`src/rtl/cfg_xlate_pkg.sv`:
```
package cfg_xlate_pkg;

    // Outbound region type codes
    typedef enum logic [2:0] {
        RT_MEM  = 3'd0,
        RT_IO   = 3'd2,
        RT_CFG0 = 3'd4,
        RT_CFG1 = 3'd5
    } rgn_type_e;

    typedef struct packed {
        logic [7:0] bus;
        logic [4:0] dev;
        logic [2:0] func;
    } bdf_t;

    typedef struct packed {
        logic       local_win;
        logic [31:0] addr;
        rgn_type_e  rtype;
        logic [31:0] target;
    } route_t;

    // Retarget word: bus 31:24, device 23:19, function 18:16
    function automatic logic [31:0] pack_target(input bdf_t b);
        return {b.bus, b.dev, b.func, 16'h0000};
    endfunction

    function automatic logic [11:0] word_align(input logic [11:0] o);
        return {o[11:2], 2'b00};
    endfunction

endpackage

```
`src/rtl/cfg_xlate_filter.sv`:
```
module cfg_xlate_filter #(
    parameter int ROOT_DEVS = 2,
    parameter int BUS1_DEVS = 1
) (
    input  logic [7:0] bus,
    input  logic [4:0] dev,
    output logic       present
);
    logic root_ok;
    logic bus1_ok;

    generate
        if (ROOT_DEVS >= 32) begin : g_root_all
            assign root_ok = 1'b1;
        end else begin : g_root_cmp
            assign root_ok = (32'(dev) < ROOT_DEVS);
        end
        if (BUS1_DEVS >= 32) begin : g_bus1_all
            assign bus1_ok = 1'b1;
        end else begin : g_bus1_cmp
            assign bus1_ok = (32'(dev) < BUS1_DEVS);
        end
    endgenerate

    always_comb begin
        if (bus == 8'd0)      present = root_ok;
        else if (bus == 8'd1) present = bus1_ok;
        else                  present = 1'b1;
    end
endmodule

```
`src/rtl/cfg_xlate_route.sv`:
```
module cfg_xlate_route
    import cfg_xlate_pkg::*;
#(
    parameter logic [31:0] LOCAL_BASE = 32'h01FF_C000,
    parameter logic [31:0] CFG_BASE   = 32'h01F0_0000
) (
    input  bdf_t        bdf,
    input  logic [11:0] off,
    output route_t      route
);
    logic [31:0] aligned;

    assign aligned = {20'd0, word_align(off)};

    always_comb begin
        route.target = pack_target(bdf);
        route.rtype  = (bdf.bus == 8'd1) ? RT_CFG0 : RT_CFG1;
        if (bdf.bus == 8'd0) begin
            route.local_win = 1'b1;
            route.addr      = LOCAL_BASE + aligned;
        end else begin
            route.local_win = 1'b0;
            route.addr      = CFG_BASE + aligned;
        end
    end
endmodule

```
`src/rtl/cfg_xlate_region.sv`:
```
module cfg_xlate_region
    import cfg_xlate_pkg::*;
#(
    parameter logic [31:0] CFG_BASE = 32'h01F0_0000,
    parameter logic [31:0] CFG_SPAN = 32'h000F_C000
) (
    input  logic        clk,
    input  logic        rst,
    input  logic        load,
    input  rgn_type_e   type_in,
    input  logic [31:0] target_in,
    output logic        enable,
    output logic [2:0]  rtype,
    output logic [31:0] base,
    output logic [31:0] limit,
    output logic [31:0] target
);
    localparam logic [31:0] CFG_LIMIT = CFG_BASE + CFG_SPAN;

    rgn_type_e type_q;

    always_ff @(posedge clk) begin
        if (rst) begin
            enable <= 1'b0;
            type_q <= RT_MEM;
            base   <= '0;
            limit  <= '0;
            target <= '0;
        end else if (load) begin
            enable <= 1'b1;
            type_q <= type_in;
            base   <= CFG_BASE;
            limit  <= CFG_LIMIT;
            target <= target_in;
        end
    end

    assign rtype = type_q;
endmodule

```
`src/rtl/cfg_xlate.sv`:
```
module cfg_xlate
    import cfg_xlate_pkg::*;
#(
    parameter logic [31:0] LOCAL_BASE = 32'h01FF_C000,
    parameter logic [31:0] CFG_BASE   = 32'h01F0_0000,
    parameter logic [31:0] CFG_SPAN   = 32'h000F_C000,
    parameter int          ROOT_DEVS  = 2,
    parameter int          BUS1_DEVS  = 1
) (
    input  logic        clk,
    input  logic        rst,
    input  logic        req_valid,
    input  logic        req_write,
    input  logic [7:0]  req_bus,
    input  logic [4:0]  req_dev,
    input  logic [2:0]  req_func,
    input  logic [11:0] req_off,
    output logic        acc_valid,
    output logic        acc_write,
    output logic        acc_local,
    output logic [31:0] acc_addr,
    output logic        rej_valid,
    output logic [31:0] rej_rdata,
    output logic        rgn_enable,
    output logic [2:0]  rgn_type,
    output logic [31:0] rgn_base,
    output logic [31:0] rgn_limit,
    output logic [31:0] rgn_target
);
    localparam logic [31:0] ALL_ONES = '1;

    bdf_t   bdf;
    route_t route;
    logic   present;
    logic   accept;
    logic   reject;
    logic   rgn_load;

    assign bdf = '{bus: req_bus, dev: req_dev, func: req_func};

    cfg_xlate_filter #(
        .ROOT_DEVS(ROOT_DEVS),
        .BUS1_DEVS(BUS1_DEVS)
    ) u_filter (
        .bus    (req_bus),
        .dev    (req_dev),
        .present(present)
    );

    cfg_xlate_route #(
        .LOCAL_BASE(LOCAL_BASE),
        .CFG_BASE  (CFG_BASE)
    ) u_route (
        .bdf  (bdf),
        .off  (req_off),
        .route(route)
    );

    assign accept   = req_valid && present;
    assign reject   = req_valid && !present;
    assign rgn_load = accept && !route.local_win;

    cfg_xlate_region #(
        .CFG_BASE(CFG_BASE),
        .CFG_SPAN(CFG_SPAN)
    ) u_region (
        .clk      (clk),
        .rst      (rst),
        .load     (rgn_load),
        .type_in  (route.rtype),
        .target_in(route.target),
        .enable   (rgn_enable),
        .rtype    (rgn_type),
        .base     (rgn_base),
        .limit    (rgn_limit),
        .target   (rgn_target)
    );

    always_ff @(posedge clk) begin
        if (rst) begin
            acc_valid <= 1'b0;
            acc_write <= 1'b0;
            acc_local <= 1'b0;
            acc_addr  <= '0;
            rej_valid <= 1'b0;
            rej_rdata <= '0;
        end else begin
            acc_valid <= accept;
            acc_write <= accept && req_write;
            acc_local <= accept && route.local_win;
            acc_addr  <= accept ? route.addr : '0;
            rej_valid <= reject;
            rej_rdata <= (reject && !req_write) ? ALL_ONES : '0;
        end
    end
endmodule

```
`config.mk`:
```
export PLATFORM = sky130hd
export DESIGN_NAME = cfg_xlate
export DESIGN_NICKNAME = d
export VERILOG_FILES = /design/src/rtl/cfg_xlate_pkg.sv /design/src/rtl/cfg_xlate_filter.sv /design/src/rtl/cfg_xlate_route.sv /design/src/rtl/cfg_xlate_region.sv /design/src/rtl/cfg_xlate.sv
export SDC_FILE = /design/constraint.sdc
export NUM_CORES = 1
export LEC_CHECK = 0
export ABC_AREA = 0
export BUFFER_PORTS_ARGS = -buffer_cell sky130_fd_sc_hd__buf_2
export CELL_PAD_IN_SITES_DETAIL_PLACEMENT = 1
export CELL_PAD_IN_SITES_GLOBAL_PLACEMENT = 1
export CORE_ASPECT_RATIO = 1.5
export CORE_MARGIN = 3
export CORE_UTILIZATION = 27
export DETAILED_ROUTE_END_ITERATION = 16
export PLACE_DENSITY = 0.9
export SETUP_SLACK_MARGIN = 0.2
export SYNTH_ARGS = -nofsm -noshare
export SYNTH_HDL_FRONTEND = slang
export SYNTH_SLANG_ARGS = --single-unit
export TNS_END_PERCENT = 1
```
`constraint.sdc`:
```
create_clock -name clk -period 4.3 [get_ports clk]
set_input_delay 0.86 -clock clk [delete_from_list [all_inputs] [get_ports clk]]
set_output_delay 0.86 -clock clk [all_outputs]
set_load 0.1 [all_outputs]
```
# [Yosys cells after proc, flatten, opt, wreduce, memory -nomap -nowiden]
# Index checks and enable logic that the tools add are counted.
[totals] reg_bits=90 inputBits=32 elab_cells=33
[classes] n_addsub=2 order_cmp=2 n_eq_ne=1 muxes=5 bitwise_logic=1 reduce_logical=11
[ops] operator="adder 25 x 12 -> 26 bit, first input constant" count=2
[ops] operator="two-way mux 33 bit" count=1
[ops] operator="two-way mux 32 bit" count=1
[ops] operator="equality test 8 x 1 -> 1 bit, second input constant" count=1
[ops] operator="zero test 8 bit" count=1
[ops] operator="logical AND 1 bit" count=6
[ops] operator="< comparator 5 x 1 -> 1 bit, second input constant" count=1
[ops] operator="< comparator 5 x 2 -> 1 bit, second input constant" count=1
[ops] operator="zero test 1 bit" count=3
[ops] operator="two-way mux 1 bit" count=3
[ops] operator="OR reduction 2 bit" count=1
[ops] operator="inverter 1 bit" count=1

# [Logic depth before layout (Yosys ltp)]
# Gate-level depths: netlist (run 1).
[logic_depth] word_depth=7 ltp_mapped=5

# [Hierarchy]
# A second synthesis (run 1) with hierarchy kept.
[hier_totals] hier_cells=375 area_unflattened_um2=3778.6
[by_module_without_submodules] module="cfg_xlate_region" n_inst=1 cells_each=181 area_each_um2=1783.0 seq_area_each_um2=720.7
[by_module_without_submodules] module="cfg_xlate" n_inst=1 cells_each=117 area_each_um2=1428.9 seq_area_each_um2=740.7
[by_module_without_submodules] module="cfg_xlate_route" n_inst=1 cells_each=72 area_each_um2=534.3 seq_area_each_um2=0.0
[by_module_without_submodules] module="cfg_xlate_filter" n_inst=1 cells_each=5 area_each_um2=32.5 seq_area_each_um2=0.0

# [Least setup slack after synthesis (run 1)]
# No wires, ideal clock.
[synth_timing] kind="reg-to-output" startpoint="register, netlist name rej_rdata[30]" endpoint="output rej_rdata[10]" arrival_time_ps=1895 t_required_ps=3440 slack_ps=1545 stages_incl_launch_ff=2 n_path_buf=1 path_cell_list="dfxtp_1 buf_4"
[synth_rtl] item="to (decl)" line="cfg_xlate.sv:23" text="output logic [31:0] rej_rdata,"

==> results.json, run 1 <==
{
  "power_mw": 1.35,
  "fin_hold_ws_ps": 468,
  "cp_slowest_cell": "dfxtp_1",
  "clockBufferDepth": 2,
  "dp.cells": 418,
  "die_h_um": 118,
  "ctsHoldBuffers": 0,
  "ys.flop_type": "dfxtp_1",
  "place.gp.congestion": 0.690,
  "final_util_pct": 30.0,
  "antenna_found_initial": 1,
  "worstHoldPathCells": 2,
  "layout_commonest_cell": "buf_2",
  "cap_violations": 0,
  "final_cell_area_um2": 2430,
  "regToRegSetupSlack_ps": 3470,
  "start_util_pct": 27.9,
  "cts_tree": "yes",
  "ys_types": 27,
  "placed_area_um2": 2260,
  "grt_max_degree": 33,
  "ys_seq_elements": 35,
  "period_needed_ps": 2490,
  "yosysSeqAreaShare_pct": 30.9,
  "drtIter0Drc": 10,
  "nFillCells": 1013,
  "clock_latency_ps": 270,
  "cp.depth": 1,
  "max_stage_delay_ps": 790,
  "synth_edf_count": 0,
  "clkSinkCount": 35,
  "r2r_cells": 1,
  "fin_nets": 352,
  "die_area_um2": 9550,
  "critPathLaunchType": "flip-flop",
  "vias_per_cell": 3.61,
  "grt_first_pass_wirelength_um": 7100,
  "slew_headroom_pct": 50.8,
  "timing.setup.tns_ps": 0,
  "ant_nets": 0,
  "drc": 0,
  "die_x_um": 80.8,
  "grtUsageTotal_pct": 9.41,
  "grt_pass1_vias": 1381,
  "worstHoldPathType": "flip-flop to flip-flop",
  "powerDensity_nw_per_um2": 553,
  "dp_hpwl_um": 4210,
  "n_antenna_cell": 0,
  "ioPinCount": 200,
  "clockRootBuffer": "clkbuf_16",
  "layout-drive-gt1-share_pct": 41.7,
  "rows": 40,
  "cp.arrival_ps": 1630,
  "wl_per_cell_um": 11.7,
  "tightestPinTransition_ps": 736,
  "drt_wl_total_um": 4980,
  "ys_warn_count": 0,
  "grt-ovfl-total": 0,
  "path_max_fanout": 32,
  "cts.htree.levels": 2,
  "async_reset_ff_share_pct": 0,
  "finalSetupViolCount": 0,
  "crit_type": "flip-flop to primary output",
  "max_freq_ghz": 0.402,
  "crit_path_end_kind": "primary output",
  "fin_crit_sh_pct": 57.8,
  "worst_ep_required_time_ps": 3440,
  "syn_area_um2": 2270,
  "area_growth_pct": 7.45,
  "outcome": "finished clean",
  "finalHoldViolations": 0,
  "crit_buf_inv": 1,
  "crit_chain": "buf_2",
  "synth_area_per_cell_um2": 8.85,
  "post_cts_buffers": 0,
  "syn-instance-count": 256,
  "finalNonFillerCells": 426,
  "drv_slew": 0,
  "leakage_nw": 1.40,
  "coreArea_um2": 8110,
  "cts_resized": 0,
  "portBuffers": 121,
  "rsz0062_at_grt": "false",
  "pre_cts_ws_ps": 1780,
  "path_delay_family": "flip-flops",
  "finClkSkew_ps": 0,
  "vias": 1538,
  "ir_drop_mv": 0.274,
  "cts_made_buffers": 5,
  "final_cell_mix": "buf_2, conb_1, dfxtp_1",
  "clk_pin_slew_worst_paths_ps": 50,
  "worst_slack_ps": 1810,
  "dr.pass1.iters": 4
}
==> cell usage after synthesis, types with 2 or more instances <==
cell	instances	share of area (%)
a21oi_1	8	1.8
and2_1	11	3.0
buf_2	2	0.44
buf_4	133	44
clkbuf_1	3	0.50
dfxtp_1	35	31
mux2i_1	9	4.0
nand2_1	4	0.66
nand2b_1	19	5.2
nand3_1	5	1.1
nor2_1	3	0.50
nor4_1	2	0.55
o21ai_0	8	1.8
==> area by class of cell <==
class / instances / area [µm²] / share of cell area, %
inverters: 2 / 7.51 / 0.308
well taps: 105 / 131 / 5.40
multi-input cells: 155 / 816 / 33.5
repair buffers: 121 / 606 / 24.9
flip-flops and latches: 35 / 701 / 28.8
clock buffers: 6 / 139 / 5.70
clock inverters: 2 / 35.0 / 1.44
==> logic make-up after synthesis <==
group           Yosys count  share of synthesized area, %
buf+inv                 141                          45.5
simple gates             50                          13.4
flops                    35                          30.9
compound gates           20                          6.02
mux                       9                          3.98
other cells               1                         0.165
==> registers in the layout, summed over array words and instances, names as in the netlist <==
name	count
u_region.target	16
rej_rdata	1
acc_valid	1
acc_local	1
u_region.base	1
u_region.rtype	1
acc_write	1
rej_valid	1
acc_addr	12
==> power by group <==
part | switching [mW] | internal, mW
clock | 0.129 | 0.288
sequential | 0.00847 | 0.340
combinational | 0.538 | 0.0426
==> worst min-delay path, delay by kind of cell (launching register included) <==
family	cells	cell delay [ps]
flops	1	300
mux	1	50
simple gates	1	60
==> path summary, 6_finish.rpt <==
check | start | to
setup / recovery | rej_rdata[30]$_SDFF_PP0_ | rej_rdata[23]
hold / removal | u_region.target[28]$_SDFFE_PP0P_ | u_region.target[28]$_SDFFE_PP0P_
setup reg to reg | u_region.base[20]$_SDFFE_PP0P_ | u_region.base[20]$_SDFFE_PP0P_
hold reg to reg | u_region.target[28]$_SDFFE_PP0P_ | u_region.target[28]$_SDFFE_PP0P_
==> per-layer routing <==
metal / part of all wire, % / global-route usage, % / up-vias
li1: - / - / 727
met2: 52 / 18.3 / 123
met5: 0.26 / 0 / -
met1: 32 / 8.67 / 679
met3: 15 / 3.58 / 7
met4: 1.1 / 2.64 / 2
(Power assumes the default switching activity.)
==> run 2, diff against run 1 <==
--- a/config.mk
+++ b/config.mk
@@ -11,9 +11,9 @@
 export CELL_PAD_IN_SITES_GLOBAL_PLACEMENT = 1
 export CORE_ASPECT_RATIO = 1.5
 export CORE_MARGIN = 3
-export CORE_UTILIZATION = 27
+export CORE_UTILIZATION = 25
 export DETAILED_ROUTE_END_ITERATION = 16
-export PLACE_DENSITY = 0.9
+export PLACE_DENSITY = 0.84
 export SETUP_SLACK_MARGIN = 0.2
 export SYNTH_ARGS = -nofsm -noshare
 export SYNTH_HDL_FRONTEND = slang
==> constraint.sdc (replaced) <==
create_clock -name clk -period 2.6 [get_ports clk]
set_input_delay 0.52 -clock clk [delete_from_list [all_inputs] [get_ports clk]]
set_output_delay 0.52 -clock clk [all_outputs]
set_load 0.1 [all_outputs]
==> run 2 against run 1 <==
Wire length down 0.16%. Final cell count up 0.70%. Die area up 7.5%. Sequential share of layout area up 0.26 points. Flip-flop and latch count unchanged. Clock-buffer cell count down 1. First-iteration DRC count up 50%. Global-route usage down 0.63 points. Clock skew unchanged. Power up 57%. Largest power group unchanged.
==> results.json, run 2 (synthesis results as in run 1) <==
{
  "vias": 1528,
  "path_max_fanout": 10,
  "worstHoldPathCells": 2,
  "period_needed_ps": 1890,
  "crit_type": "input pin to flip-flop",
  "fin_crit_sh_pct": 72.9,
  "place.gp.congestion": 0.682,
  "final_cell_mix": "buf_2, conb_1, dfxtp_1",
  "drt_wl_total_um": 4970,
  "cts.htree.levels": 2,
  "timing.setup.tns_ps": 0,
  "clock_latency_ps": 280,
  "cts_resized": 0,
  "dp.cells": 421,
  "ir_drop_mv": 0.260,
  "finalNonFillerCells": 429,
  "dp_hpwl_um": 4190,
  "clockBufferDepth": 2,
  "clk_pin_slew_worst_paths_ps": 60,
  "fin_nets": 353,
  "n_antenna_cell": 0,
  "outcome": "finished clean",
  "die_h_um": 123,
  "worst_ep_required_time_ps": 2770,
  "portBuffers": 121,
  "largest_register": "u_region.target",
  "post_cts_buffers": 0,
  "cp.arrival_ps": 2070,
  "ctsHoldBuffers": 0,
  "power_mw": 2.12,
  "layout-drive-gt1-share_pct": 42.2,
  "clkSinkCount": 35,
  "antenna_found_initial": 0,
  "area_growth_pct": 6.68,
  "layout_commonest_cell": "buf_2",
  "finalSetupViolCount": 0,
  "r2r_cells": 1,
  "dr.pass1.iters": 3,
  "max_freq_ghz": 0.528,
  "powerDensity_nw_per_um2": 876,
  "grtUsageTotal_pct": 8.78,
  "drc": 0,
  "top_regs": "u_region.target x16, acc_addr x12",
  "drv_slew": 0,
  "grt_pass1_vias": 1410,
  "cap_violations": 0,
  "die_x_um": 83.7,
  "worstHoldPathType": "input pin to flip-flop",
  "start_util_pct": 26.3,
  "final_cell_area_um2": 2420,
  "grt-ovfl-total": 0,
  "placed_area_um2": 2270,
  "cts_made_buffers": 5,
  "grt_first_pass_wirelength_um": 7270,
  "finalHoldViolations": 0,
  "grt_max_degree": 33,
  "leakage_nw": 1.39,
  "vias_per_cell": 3.56,
  "critPathLaunchType": "input pin",
  "slew_headroom_pct": 53.6,
  "rows": 41,
  "ioPinCount": 200,
  "finClkSkew_ps": 0,
  "cts_tree": "yes",
  "fin_hold_ws_ps": 418,
  "tightestPinTransition_ps": 694,
  "drtIter0Drc": 15,
  "die_area_um2": 10300,
  "ant_nets": 0,
  "rsz0062_at_grt": "false",
  "clockRootBuffer": "clkbuf_16",
  "coreArea_um2": 8620,
  "wl_per_cell_um": 11.6,
  "crit_path_end_kind": "flip-flop",
  "largest_reg_flops": 16
}
-- run 2: cell types whose count changed in the layout (fill, tap and decap cells not counted) --
cell        before  now
clkinvlp_4       0    2
buf_4            0    1
bufinv_16        1    0
clkbuf_8         1    0
dfxtp_1         35   34
dfxtp_2          0    1
-- run 2: critical path, cell delays in order --
cell and delay [ps]:
buf_2 110, or4_4 560, a311oi_4 490, nor2_4 180, o21ba_1 210
-- run 2: area by class of cell --
type	count	area, µm²
Sequential cell	35	702
Timing Repair Buffer	122	613
Clock inverter	3	20.0
Fill cell	1094	6200
Inverter	2	7.51
Tap cell	107	134
Clock buffer	5	125
Multi-Input combinational cell	155	816
-- run 2: worst paths after layout --
kind                                           end                              from  slack, ps
setup / recovery    u_region.base[20]$_SDFFE_PP0P_                        req_bus[7]        710
hold / removal            rej_rdata[30]$_SDFF_PP0_                         req_write        420
setup reg to reg    u_region.base[20]$_SDFFE_PP0P_    u_region.base[20]$_SDFFE_PP0P_       1780
hold reg to reg   u_region.target[28]$_SDFFE_PP0P_  u_region.target[28]$_SDFFE_PP0P_        470
-- run 2: power breakdown --
| group | switching (mW) | internal, mW |
|---|---|---|
| Sequential | 0.0135 | 0.562 |
| Clock | 0.226 | 0.353 |
| Combinational | 0.891 | 0.0710 |
-- run 2: through the flow --
stage | util [%] | setup slack, ps
3_3_place_gp | 26.4 | 459
5_1_grt | 28.0 | 596
6_report | 28.0 | 705
4_1_cts | 28.0 | 675
2_1_floorplan | - | 418
3_5_place_dp | 26.4 | 403
-- run 2: per-layer routing --
layer,global-route usage (%),wire [µm],up-vias
met1,8.47,1570,677
met2,16.8,2660,121
met4,1.81,0,0
met3,4.23,735,0
met5,0,0,-
li1,-,-,730
